## config.mk

```make
export PLATFORM = sky130hd
export DESIGN_NAME = irq_vec_ctl
export DESIGN_NICKNAME = d
export VERILOG_FILES = /design/src/rtl/irq_vec_pkg.sv /design/src/rtl/irq_src_cell.sv /design/src/rtl/irq_chain_arb.sv /design/src/rtl/irq_vec_ctl.sv
export SDC_FILE = /design/constraint.sdc
export NUM_CORES = 1
export LEC_CHECK = 0
export BUFFER_PORTS_ARGS = -buffer_cell sky130_fd_sc_hd__buf_2
export CORE_UTILIZATION = 28
export CTS_CLUSTER_DIAMETER = 60
export DETAILED_ROUTE_END_ITERATION = 8
export HOLD_SLACK_MARGIN = 0.03
export PLACE_DENSITY = 0.55
export SKIP_CTS_REPAIR_TIMING = 1
export SLEW_MARGIN = 30
export SYNTH_ARGS = -nofsm -noshare
export SYNTH_HDL_FRONTEND = slang
export SYNTH_SLANG_ARGS = --single-unit
```

## constraint.sdc

```tcl
create_clock -name clk -period 1.7 [get_ports clk]
set_input_delay 0.255 -clock clk [delete_from_list [all_inputs] [get_ports clk]]
set_output_delay 0.255 -clock clk [all_outputs]
set_load 0.01 [all_outputs]
```

## src/rtl/irq_vec_pkg.sv

```systemverilog
package irq_vec_pkg;

  typedef enum logic [2:0] {
    CMD_NOP        = 3'd0,
    CMD_CLR_IP_IUS = 3'd1,
    CMD_SET_IUS    = 3'd2,
    CMD_CLR_IUS    = 3'd3,
    CMD_SET_IP     = 3'd4,
    CMD_CLR_IP     = 3'd5,
    CMD_SET_IE     = 3'd6,
    CMD_CLR_IE     = 3'd7
  } irq_cmd_e;

  typedef struct packed {
    logic ius;
    logic ie;
    logic ip;
    logic err;
  } src_flags_t;

  // master control bit positions
  localparam int MC_MIE   = 7;
  localparam int MC_DLC   = 6;
  localparam int MC_NOVEC = 5;
  localparam int MC_RST   = 0;

  // status-include bit in the master register for a source index
  function automatic int stat_inc_bit(input int idx);
    case (idx)
      0:       return 4;
      1:       return 2;
      default: return 3;
    endcase
  endfunction

  // next flag state: command first, then request pulse, then grant
  function automatic src_flags_t flags_next(input src_flags_t cur,
                                            input logic cmd_we,
                                            input irq_cmd_e cmd,
                                            input logic req,
                                            input logic grant);
    src_flags_t n;
    n = cur;
    if (cmd_we) begin
      case (cmd)
        CMD_CLR_IP_IUS: begin n.ip = 1'b0; n.ius = 1'b0; n.err = 1'b0; end
        CMD_SET_IUS:    n.ius = 1'b1;
        CMD_CLR_IUS:    n.ius = 1'b0;
        CMD_SET_IP:     n.ip = 1'b1;
        CMD_CLR_IP:     begin n.ip = 1'b0; n.err = 1'b0; end
        CMD_SET_IE:     n.ie = 1'b1;
        CMD_CLR_IE:     n.ie = 1'b0;
        default:        ;
      endcase
    end
    if (req) begin
      if (cur.ip) n.err = 1'b1;
      n.ip = 1'b1;
    end
    if (grant) n.ius = 1'b1;
    return n;
  endfunction

endpackage

```

## src/rtl/irq_src_cell.sv

```systemverilog
module irq_src_cell
  import irq_vec_pkg::*;
(
  input  logic       clk,
  input  logic       rst_n,
  input  logic       hold,
  input  logic       cmd_we,
  input  irq_cmd_e   cmd,
  input  logic       req,
  input  logic       grant,
  output src_flags_t flags
);

  src_flags_t flags_q;
  src_flags_t flags_d;

  always_comb begin
    flags_d = flags_next(flags_q, cmd_we, cmd, req, grant);
  end

  always_ff @(posedge clk or negedge rst_n) begin
    if (!rst_n) begin
      flags_q <= '0;
    end else if (hold) begin
      flags_q <= '0;
    end else begin
      flags_q <= flags_d;
    end
  end

  assign flags = flags_q;

endmodule

```

## src/rtl/irq_chain_arb.sv

```systemverilog
module irq_chain_arb #(
  parameter int NSRC = 3
) (
  input  logic [NSRC-1:0] ip,
  input  logic [NSRC-1:0] ie,
  input  logic [NSRC-1:0] ius,
  input  logic            mie,
  input  logic            dlc,
  input  logic            chain_in,
  input  logic            iack,
  output logic [NSRC-1:0] req_ok,
  output logic [NSRC-1:0] win,
  output logic [NSRC-1:0] grant,
  output logic            irq_n,
  output logic            chain_out
);

  logic [NSRC-1:0] higher_busy;
  logic            any_busy;

  assign higher_busy[0] = 1'b0;

  for (genvar k = 1; k < NSRC; k++) begin : g_blk
    assign higher_busy[k] = higher_busy[k-1] | ius[k-1];
  end

  for (genvar k = 0; k < NSRC; k++) begin : g_req
    assign req_ok[k] = ip[k] & ie[k] & ~ius[k] & mie & chain_in & ~higher_busy[k];
  end

  always_comb begin
    logic found;
    win   = '0;
    found = 1'b0;
    for (int k = 0; k < NSRC; k++) begin
      if (req_ok[k] && !found) begin
        win[k] = 1'b1;
        found  = 1'b1;
      end
    end
  end

  assign grant     = iack ? win : '0;
  assign irq_n     = ~|req_ok;
  assign any_busy  = |((ip & ie) | ius);
  assign chain_out = chain_in & ~dlc & ~any_busy;

endmodule

```

## src/rtl/irq_vec_ctl.sv

```systemverilog
module irq_vec_ctl
  import irq_vec_pkg::*;
#(
  parameter int DATA_W = 8,
  parameter int ADDR_W = 3,
  parameter int STAT_W = 3
) (
  input  logic                 clk,
  input  logic                 rst_n,
  input  logic                 bus_we,
  input  logic [ADDR_W-1:0]    bus_addr,
  input  logic [DATA_W-1:0]    bus_wdata,
  output logic [DATA_W-1:0]    bus_rdata,
  input  logic [2:0]           src_req,
  input  logic [3*STAT_W-1:0]  src_stat,
  input  logic                 chain_in,
  output logic                 chain_out,
  output logic                 irq_n,
  input  logic                 iack,
  output logic [DATA_W-1:0]    vec_out,
  output logic                 vec_drive
);

  localparam int NSRC     = 3;
  localparam int CS_BASE  = 1;
  localparam int VEC_BASE = CS_BASE + NSRC;
  localparam int CMD_LSB  = DATA_W - 3;
  localparam logic [DATA_W-1:0] MC_RESET_VAL = DATA_W'(1);

  logic [DATA_W-1:0] mcr_q;
  logic [DATA_W-1:0] vec_q [NSRC];
  src_flags_t        flags [NSRC];
  logic [NSRC-1:0]   ip_v, ie_v, ius_v, err_v;
  logic [NSRC-1:0]   cmd_we_v, stat_inc;
  logic [NSRC-1:0]   req_ok, win, grant;
  logic              hold, mie, dlc, novec, ack_hit;
  irq_cmd_e          cmd_code;

  // named internal events for the checker
  assign hold     = mcr_q[MC_RST];
  assign mie      = mcr_q[MC_MIE];
  assign dlc      = mcr_q[MC_DLC];
  assign novec    = mcr_q[MC_NOVEC];
  assign cmd_code = irq_cmd_e'(bus_wdata[DATA_W-1:CMD_LSB]);

  function automatic logic [DATA_W-1:0] vec_compose(input logic [DATA_W-1:0] base,
                                                    input logic [STAT_W-1:0] st,
                                                    input logic inc);
    logic [DATA_W-1:0] r;
    r = base;
    if (inc) r[STAT_W:1] = st;
    return r;
  endfunction

  always_ff @(posedge clk or negedge rst_n) begin
    if (!rst_n) begin
      mcr_q <= MC_RESET_VAL;
    end else if (bus_we && bus_addr == '0) begin
      mcr_q <= bus_wdata;
    end
  end

  for (genvar k = 0; k < NSRC; k++) begin : g_src
    localparam int SB = stat_inc_bit(k);

    assign cmd_we_v[k] = bus_we && !hold && (bus_addr == ADDR_W'(CS_BASE + k));
    assign stat_inc[k] = mcr_q[SB];

    always_ff @(posedge clk or negedge rst_n) begin
      if (!rst_n) begin
        vec_q[k] <= '0;
      end else if (bus_we && !hold && bus_addr == ADDR_W'(VEC_BASE + k)) begin
        vec_q[k] <= bus_wdata;
      end
    end

    irq_src_cell u_cell (
      .clk    (clk),
      .rst_n  (rst_n),
      .hold   (hold),
      .cmd_we (cmd_we_v[k]),
      .cmd    (cmd_code),
      .req    (src_req[k]),
      .grant  (grant[k]),
      .flags  (flags[k])
    );

    assign ip_v[k]  = flags[k].ip;
    assign ie_v[k]  = flags[k].ie;
    assign ius_v[k] = flags[k].ius;
    assign err_v[k] = flags[k].err;
  end

  irq_chain_arb #(.NSRC(NSRC)) u_arb (
    .ip        (ip_v),
    .ie        (ie_v),
    .ius       (ius_v),
    .mie       (mie),
    .dlc       (dlc),
    .chain_in  (chain_in),
    .iack      (iack),
    .req_ok    (req_ok),
    .win       (win),
    .grant     (grant),
    .irq_n     (irq_n),
    .chain_out (chain_out)
  );

  assign ack_hit   = iack & (|win);
  assign vec_drive = ack_hit & ~novec;

  always_comb begin
    vec_out = '0;
    if (vec_drive) begin
      for (int k = 0; k < NSRC; k++) begin
        if (win[k]) vec_out = vec_compose(vec_q[k], src_stat[k*STAT_W +: STAT_W], stat_inc[k]);
      end
    end
  end

  always_comb begin
    bus_rdata = '0;
    if (bus_addr == '0) bus_rdata = mcr_q;
    for (int k = 0; k < NSRC; k++) begin
      if (bus_addr == ADDR_W'(CS_BASE + k))
        bus_rdata = {ius_v[k], ie_v[k], ip_v[k], err_v[k], {(DATA_W-4){1'b0}}};
      if (bus_addr == ADDR_W'(VEC_BASE + k))
        bus_rdata = vec_q[k];
    end
  end

endmodule

```

Word level (Yosys, flattened, before mapping):

Index checks and enable logic that the tools add are counted.

* register bits: 44
* output and inout bits: 19
* logic and storage cells: 142

* multiplexer cells: 40
* eq/ne operators: 13
* bitwise logic cells: 28
* reductions and logical operators: 45

Operator list (count)
* 8-bit 2-to-1 mux: 11
* 4-bit 2-to-1 mux: 6
* 4-bit nonzero test: 6
* 3-bit equality test (second input constant): 7
* 3-bit nonzero test: 7
* 1-bit AND: 18
* 2-bit AND reduction: 9
* 1-bit 2-to-1 mux: 13
* 3-bit by 2-bit equality test with 1-bit output (second input constant): 4
* 3-bit 2-to-1 mux: 4
* 1-bit logical AND: 10
* 3-bit OR reduction: 3
* 1-bit inverter: 7
* 3-bit by 1-bit equality test with 1-bit output (second input constant): 2
* 2-bit 2-to-1 mux: 3
* 1-bit one-hot mux with 2 select lines: 3
* 2-bit nonzero test: 3
* 1-bit zero test: 4
* 2-bit OR reduction: 2
* 3-bit AND: 1
* 3-bit zero test: 1
* 3-bit OR: 1
* 1-bit OR: 1

Logic depth before layout (Yosys ltp):

* depth in word-level cells: 15
* gate-level depth with buffers: 6
* depth with buffers taken out: 4

Modules after synthesis:

A second synthesis with hierarchy kept.

* cell total of the unflattened synthesis: 265
* area, all modules: 2856.5 µm²

By module, submodules not included
* irq_vec_ctl: area each 2015.7 µm², sequential area each 802.0 µm², cells each 188, times used 1
* irq_src_cell: area each 236.5 µm², sequential area each 100.1 µm², cells each 20, times used 3
* irq_chain_arb: area each 131.4 µm², sequential area each 0.0 µm², cells each 17, times used 1

Worst setup path before layout:

No wires, ideal clock.

* path kind: register -> output
* start point: reg g_src[1].u_cell.flags_q (netlist bit g_src[1].u_cell.flags[3])
* end point: out vec_out[1]
* data required time: 1.445 ns
* arrival: 1.587 ns
* buffers on the path: 0
* stages on the path, launching flop included: 5
* slack: -0.142 ns
* cells stage by stage: dfrtp_1 > nand4bb_1 > nor3b_2 > a22oi_1 > a211oi_1

* cells in the longest elaborated chain, start to end: 14

RTL lines
* start, declared: line irq_src_cell.sv:14 `src_flags_t flags_q;`
* start signal, assigned: line irq_src_cell.sv:27 `flags_q <= flags_d;`
* 1-bit inverter: line irq_chain_arb.sv:28 `assign req_ok[k] = ip[k] & ie[k] & ~ius[k] & mie & chain_in & ~higher_busy[k];`
* 1-bit AND (4 in a row): line irq_chain_arb.sv:28
* 1-bit logical AND: line irq_chain_arb.sv:36 `if (req_ok[k] && !found) begin`
* 1-bit 2-to-1 mux: line irq_chain_arb.sv:36
* 1-bit zero test: line irq_chain_arb.sv:36
* 1-bit logical AND: line irq_chain_arb.sv:36
* 1-bit 2-to-1 mux: line irq_chain_arb.sv:36
* 3-bit OR reduction: line irq_vec_ctl.sv:109 `assign ack_hit = iack & (|win);`
* 1-bit AND: line irq_vec_ctl.sv:109
* 1-bit AND: line irq_vec_ctl.sv:110 `assign vec_drive = ack_hit & ~novec;`
* 8-bit 2-to-1 mux *: line irq_vec_ctl.sv:114 `if (vec_drive) begin`
* end, declared: line irq_vec_ctl.sv:20 `output logic [DATA_W-1:0] vec_out,`

Every way passes the cells marked *; elsewhere a longest branch is shown, timed or not.

Worst setup path in the final report:

* start point: reg g_src[0].u_cell.flags_q (netlist bit g_src[0].u_cell.flags[3])
* end point: out vec_out[0]

* cells in the longest elaborated chain, start to end: 15

RTL lines (line)
* start, declared: irq_src_cell.sv:14
* start signal, assigned: irq_src_cell.sv:27
* 1-bit inverter: irq_chain_arb.sv:28
* 1-bit AND (3 in a row): irq_chain_arb.sv:28
* 1-bit 2-to-1 mux: irq_chain_arb.sv:36
* 1-bit zero test: irq_chain_arb.sv:36
* 1-bit logical AND: irq_chain_arb.sv:36
* 1-bit 2-to-1 mux: irq_chain_arb.sv:36
* 1-bit zero test: irq_chain_arb.sv:36
* 1-bit logical AND: irq_chain_arb.sv:36
* 1-bit 2-to-1 mux: irq_chain_arb.sv:36
* 3-bit OR reduction: irq_vec_ctl.sv:109
* 1-bit AND: irq_vec_ctl.sv:109
* 1-bit AND: irq_vec_ctl.sv:110
* 8-bit 2-to-1 mux *: irq_vec_ctl.sv:114

Marks and branches as above.

==> insert_results.sql <==
INSERT INTO impl_metrics (metric_group, metric, value, unit) VALUES
('power', 'cellLeakagePower', '0.00156', 'uW'),
('global_route', 'antenna_found_initial', '0', ''),
('synth', 'ys_async_sr_fraction', '100', '%'),
('sta', 'final_hold_violating_endpoints', '0', ''),
('floorplanning', 'die_height', '98.1', 'um'),
('cts', 'cts_inserted_buffers', '5', ''),
('route', 'violation_count_after_the_first_detailed_route_iteration', '74', ''),
('sta', 'rsz_0062_raised_after_global_routing', 'true', ''),
('synth', 'syn_inst', '249', ''),
('worst_setup_path', 'critical_path_buf_inv_count', '2', ''),
('worst_setup_path', 'timing.critical_path.slowest_stage_cell', 'or3_4', ''),
('synth', 'synth_sequential_area_ratio', '42.7', '%'),
('place', 'port_buffers', '46', ''),
('sta', 'post_route_minimum_period', '2200', 'ps'),
('cts', 'cts_htree_levels', '2', ''),
('outcome', 'violations_in_the_final_reports', 'design-rule violations, negative setup slack', ''),
('worst_setup_path', 'worst-path-max-fanout', '4', ''),
('synth', 'synthDominantAreaCellType', 'dfrtp_1', ''),
('synth', 'number_of_storage_elements_in_the_synthesis_netlist', '44', ''),
('run', 'max_cap_violations', '0', ''),
('global_route', 'grt_util_all_layers', '17.3', '%'),
('route', 'drt.antenna.violating_nets', '0', ''),
('worst_setup_path', 'critical_path_cell_by_cell', 'nand3b_1, or3_4, buf_4, a311oi_4, buf_2', ''),
('sta', 'final.setup_skew', '5.96', 'ps'),
('cts', 'insertion_delay', '300', 'ps'),
('route', 'post_drt_wl_per_cell', '17.4', 'um'),
('synth', 'syn_nets', '277', ''),
('cts', 'ctsLongestPathBuffers', '2', ''),
('floorplanning', 'num_io_pins', '47', ''),
('floorplanning', 'core_region_area', '8850', 'sq um'),
('worst_setup_path', 'cp.required', '1440', 'ps'),
('worst_setup_path', 'cp_data_arrival_time', '1940', 'ps'),
('finish', 'drive_above_1_share', '53.1', '%'),
('cts', 'cts.reportedPaths.clkPinSlew', '90', 'ps'),
('finish', 'insertedDiodeCount', '0', ''),
('synth', 'synth_cell_types', '37', ''),
('place', 'gp_routability_congestion', '0.851', ''),
('sta', 'setup_viol_count_final', '14', ''),
('power', 'power_density', '882', 'nW/um^2'),
('worst_setup_path', 'cp-start-kind', 'flop', ''),
('route', 'route.vias.total', '2344', ''),
('synth', 'synthesis.area', '2580', 'sq um'),
('floorplanning', 'design.die.area', '9620', 'sq um'),
('worst_setup_path', 'critical-path-top-delay-family', 'simple AND/OR/NAND/NOR gates', ''),
('sta', 'finalCritPeriodShare', '129', '%'),
('sta', 'postLayoutSetupSlackWorst', '-498', 'ps'),
('route', 'drt_drc_violations_left', '2', ''),
('floorplanning', 'placement_rows', '34', ''),
('sta', 'timing.fmax', '455', 'MHz'),
('route', 'detailedRoute.firstPassIterationCount', '6', ''),
('finish', 'layout.area.seq', '1100', 'sq um'),
('synth', 'yosys_most_used_dff', 'dfrtp_1', ''),
('power', 'ir_worst_vdd', '0.000343', 'V'),
('floorplanning', 'initial_cell_density_of_the_core', '29.2', '%'),
('sta', 'worst_slew_pin_slew', '384', 'ps'),
('finish', 'multiInputGateArea', '1560', 'sq um'),
('worst_setup_path', 'critPathMaxStageDelay', '430', 'ps'),
('synth', 'avgSynthCellArea', '10.4', 'sq um'),
('sta', 'slew_viol_final', '0', ''),
('synth', 'synth_top_area_share', '41.6', '%'),
('cts', 'cts_sinks', '44', ''),
('global_route', 'global_route_wire_length_before_repair', '13.0', 'mm'),
('worst_setup_path', 'worst_setup_path_end_kind', 'output port', ''),
('outcome', 'outcome', 'finished, violations left', ''),
('worst_setup_path', 'critical_setup_path_kind', 'reg2out', ''),
('sta', 'slew_headroom', '74.2', '%'),
('cts', 'tritoncts', 'done', ''),
('min_path', 'hold_path.class', 'in2reg', ''),
('cts', 'clock_tree.root_cell', 'clkbuf_8', ''),
('synth', 'synthTopCellsByArea', 'dfrtp_1 42%, mux2_2 18%, a21oi_1 5.6%', ''),
('global_route', 'gr-total-overflow', '0', ''),
('finish', 'n_fill_cell', '899', ''),
('route', 'vias_per_cell', '5.07', ''),
('finish', 'num-nets-final', '381', ''),
('synth', 'ys_warn_count', '0', ''),
('route', 'wl', '8.06', 'mm'),
('floorplanning', 'horizontal_extent_of_the_die', '98.1', 'um'),
('global_route', 'grt_max_degree', '45', ''),
('place', 'hpwl', '6.17', 'mm'),
('finish', 'final_core_utilization', '41.6', '%'),
('synth', 'synth_edf_count', '0', ''),
('global_route', 'vias_in_the_first_global_route', '2460', ''),
('place', 'post_placement_setup_slack', '-170', 'ps'),
('finish', 'areaGrowthSynthToFinish', '42.6', '%');
registers in the layout, summed over array words and instances, names as in the netlist:
register,flops
vec_q,24
mcr_q,8
g_src.u_cell.flags,12
layout make-up:
class                   instances  area share [%]
inverters                       1           0.102
flip-flops and latches         44            30.0
clock buffers                   6            1.97
clock inverters                 2           0.951
multi-input cells             193            42.4
well taps                     108            3.67
repair buffers                108            20.9
Yosys cell counts (2+ instances only):
library cell,n
nor3_1,3
a221o_1,2
nand2_1,22
a311oi_1,5
nand2b_1,4
mux2_2,42
dfrtp_1,43
nor2b_1,6
o32ai_1,3
a31oi_1,3
clkbuf_1,6
or3_1,5
o21ai_0,13
buf_2,4
nand3b_1,4
a22oi_1,6
a21oi_1,29
mux2i_1,5
nor3b_1,2
nand3_1,3
nor2_1,19
mux4_2,3
a211oi_1,3
worst min-delay path: cells and delay by family:
kind / cells / cell delay, ps
compound gates: 1 / 50
buf+inv: 1 / 100
simple gates: 1 / 50
layout by cell type (no fill, tap or decap), types with 6 or more instances in the layout:
master   synthesis  layout
nand2_1         22      20
a22oi_1          6       6
nor2_1          19      15
nor2b_1          6       6
mux2_2          42      42
o21ai_0         13      12
dfrtp_1         43      41
buf_4            0      50
buf_6            0       8
a21oi_1         29      28
buf_2            4      44
cells by family after synthesis:
kind of cell | share of synthesized area (%)
DFF | 42.7
AOI/OAI and AO/OA | 15.8
buffers and inverters | 1.94
muxes | 23.9
and+or+nand+nor | 15.7
metal layers:
layer	wire (um)	GRT usage (%)	vias up
met5	0	0	-
met4	91	4.66	0
met3	293	3.22	11
met2	3940	29.0	43
met1	3730	23.0	1150
li1	-	-	1140
final timing paths:
path	cells past startpoint	end	slack, ps	from
max in group asynchronous	3	mcr_q[0]$_DFFE_PN1P_	960	rst_n
hold reg to reg	1	mcr_q[1]$_DFFE_PN0P_	520	mcr_q[1]$_DFFE_PN0P_
hold / removal	3	g_src[1].u_cell.flags[0]$_DFF_PN0_	190	src_req[1]
min in group asynchronous	3	vec_q[23]$_DFFE_PN0P_	460	rst_n
setup / recovery	5	vec_out[0]	-500	g_src[0].u_cell.flags[3]$_DFFE_PN0P_
setup reg to reg	5	g_src[1].u_cell.flags[0]$_DFF_PN0_	140	mcr_q[0]$_DFFE_PN1P_
power by group:
group,leakage (uW),internal (uW),switching (uW)
combinational,0.000965,539,406
sequential,0.000538,1280,216
clock,0.0000552,437,371
stage by stage:
step / setup TNS [ps] / cells / cell area (sq um) / total power, uW / hold slack [ps]
after CTS: -5770 / 456 / 3560 / 3220 / -69.6
after global routing: -6320 / 462 / 3680 / 3430 / 198
after detailed placement: -1310 / 448 / 3450 / 2410 / 257
final: -5200 / 462 / 3680 / 3250 / 190
after floorplan: 0 / 249 / 2690 / 1990 / -40.6
after global placement: -1180 / 448 / 3450 / 2390 / 260
(Power assumes the default switching activity.)
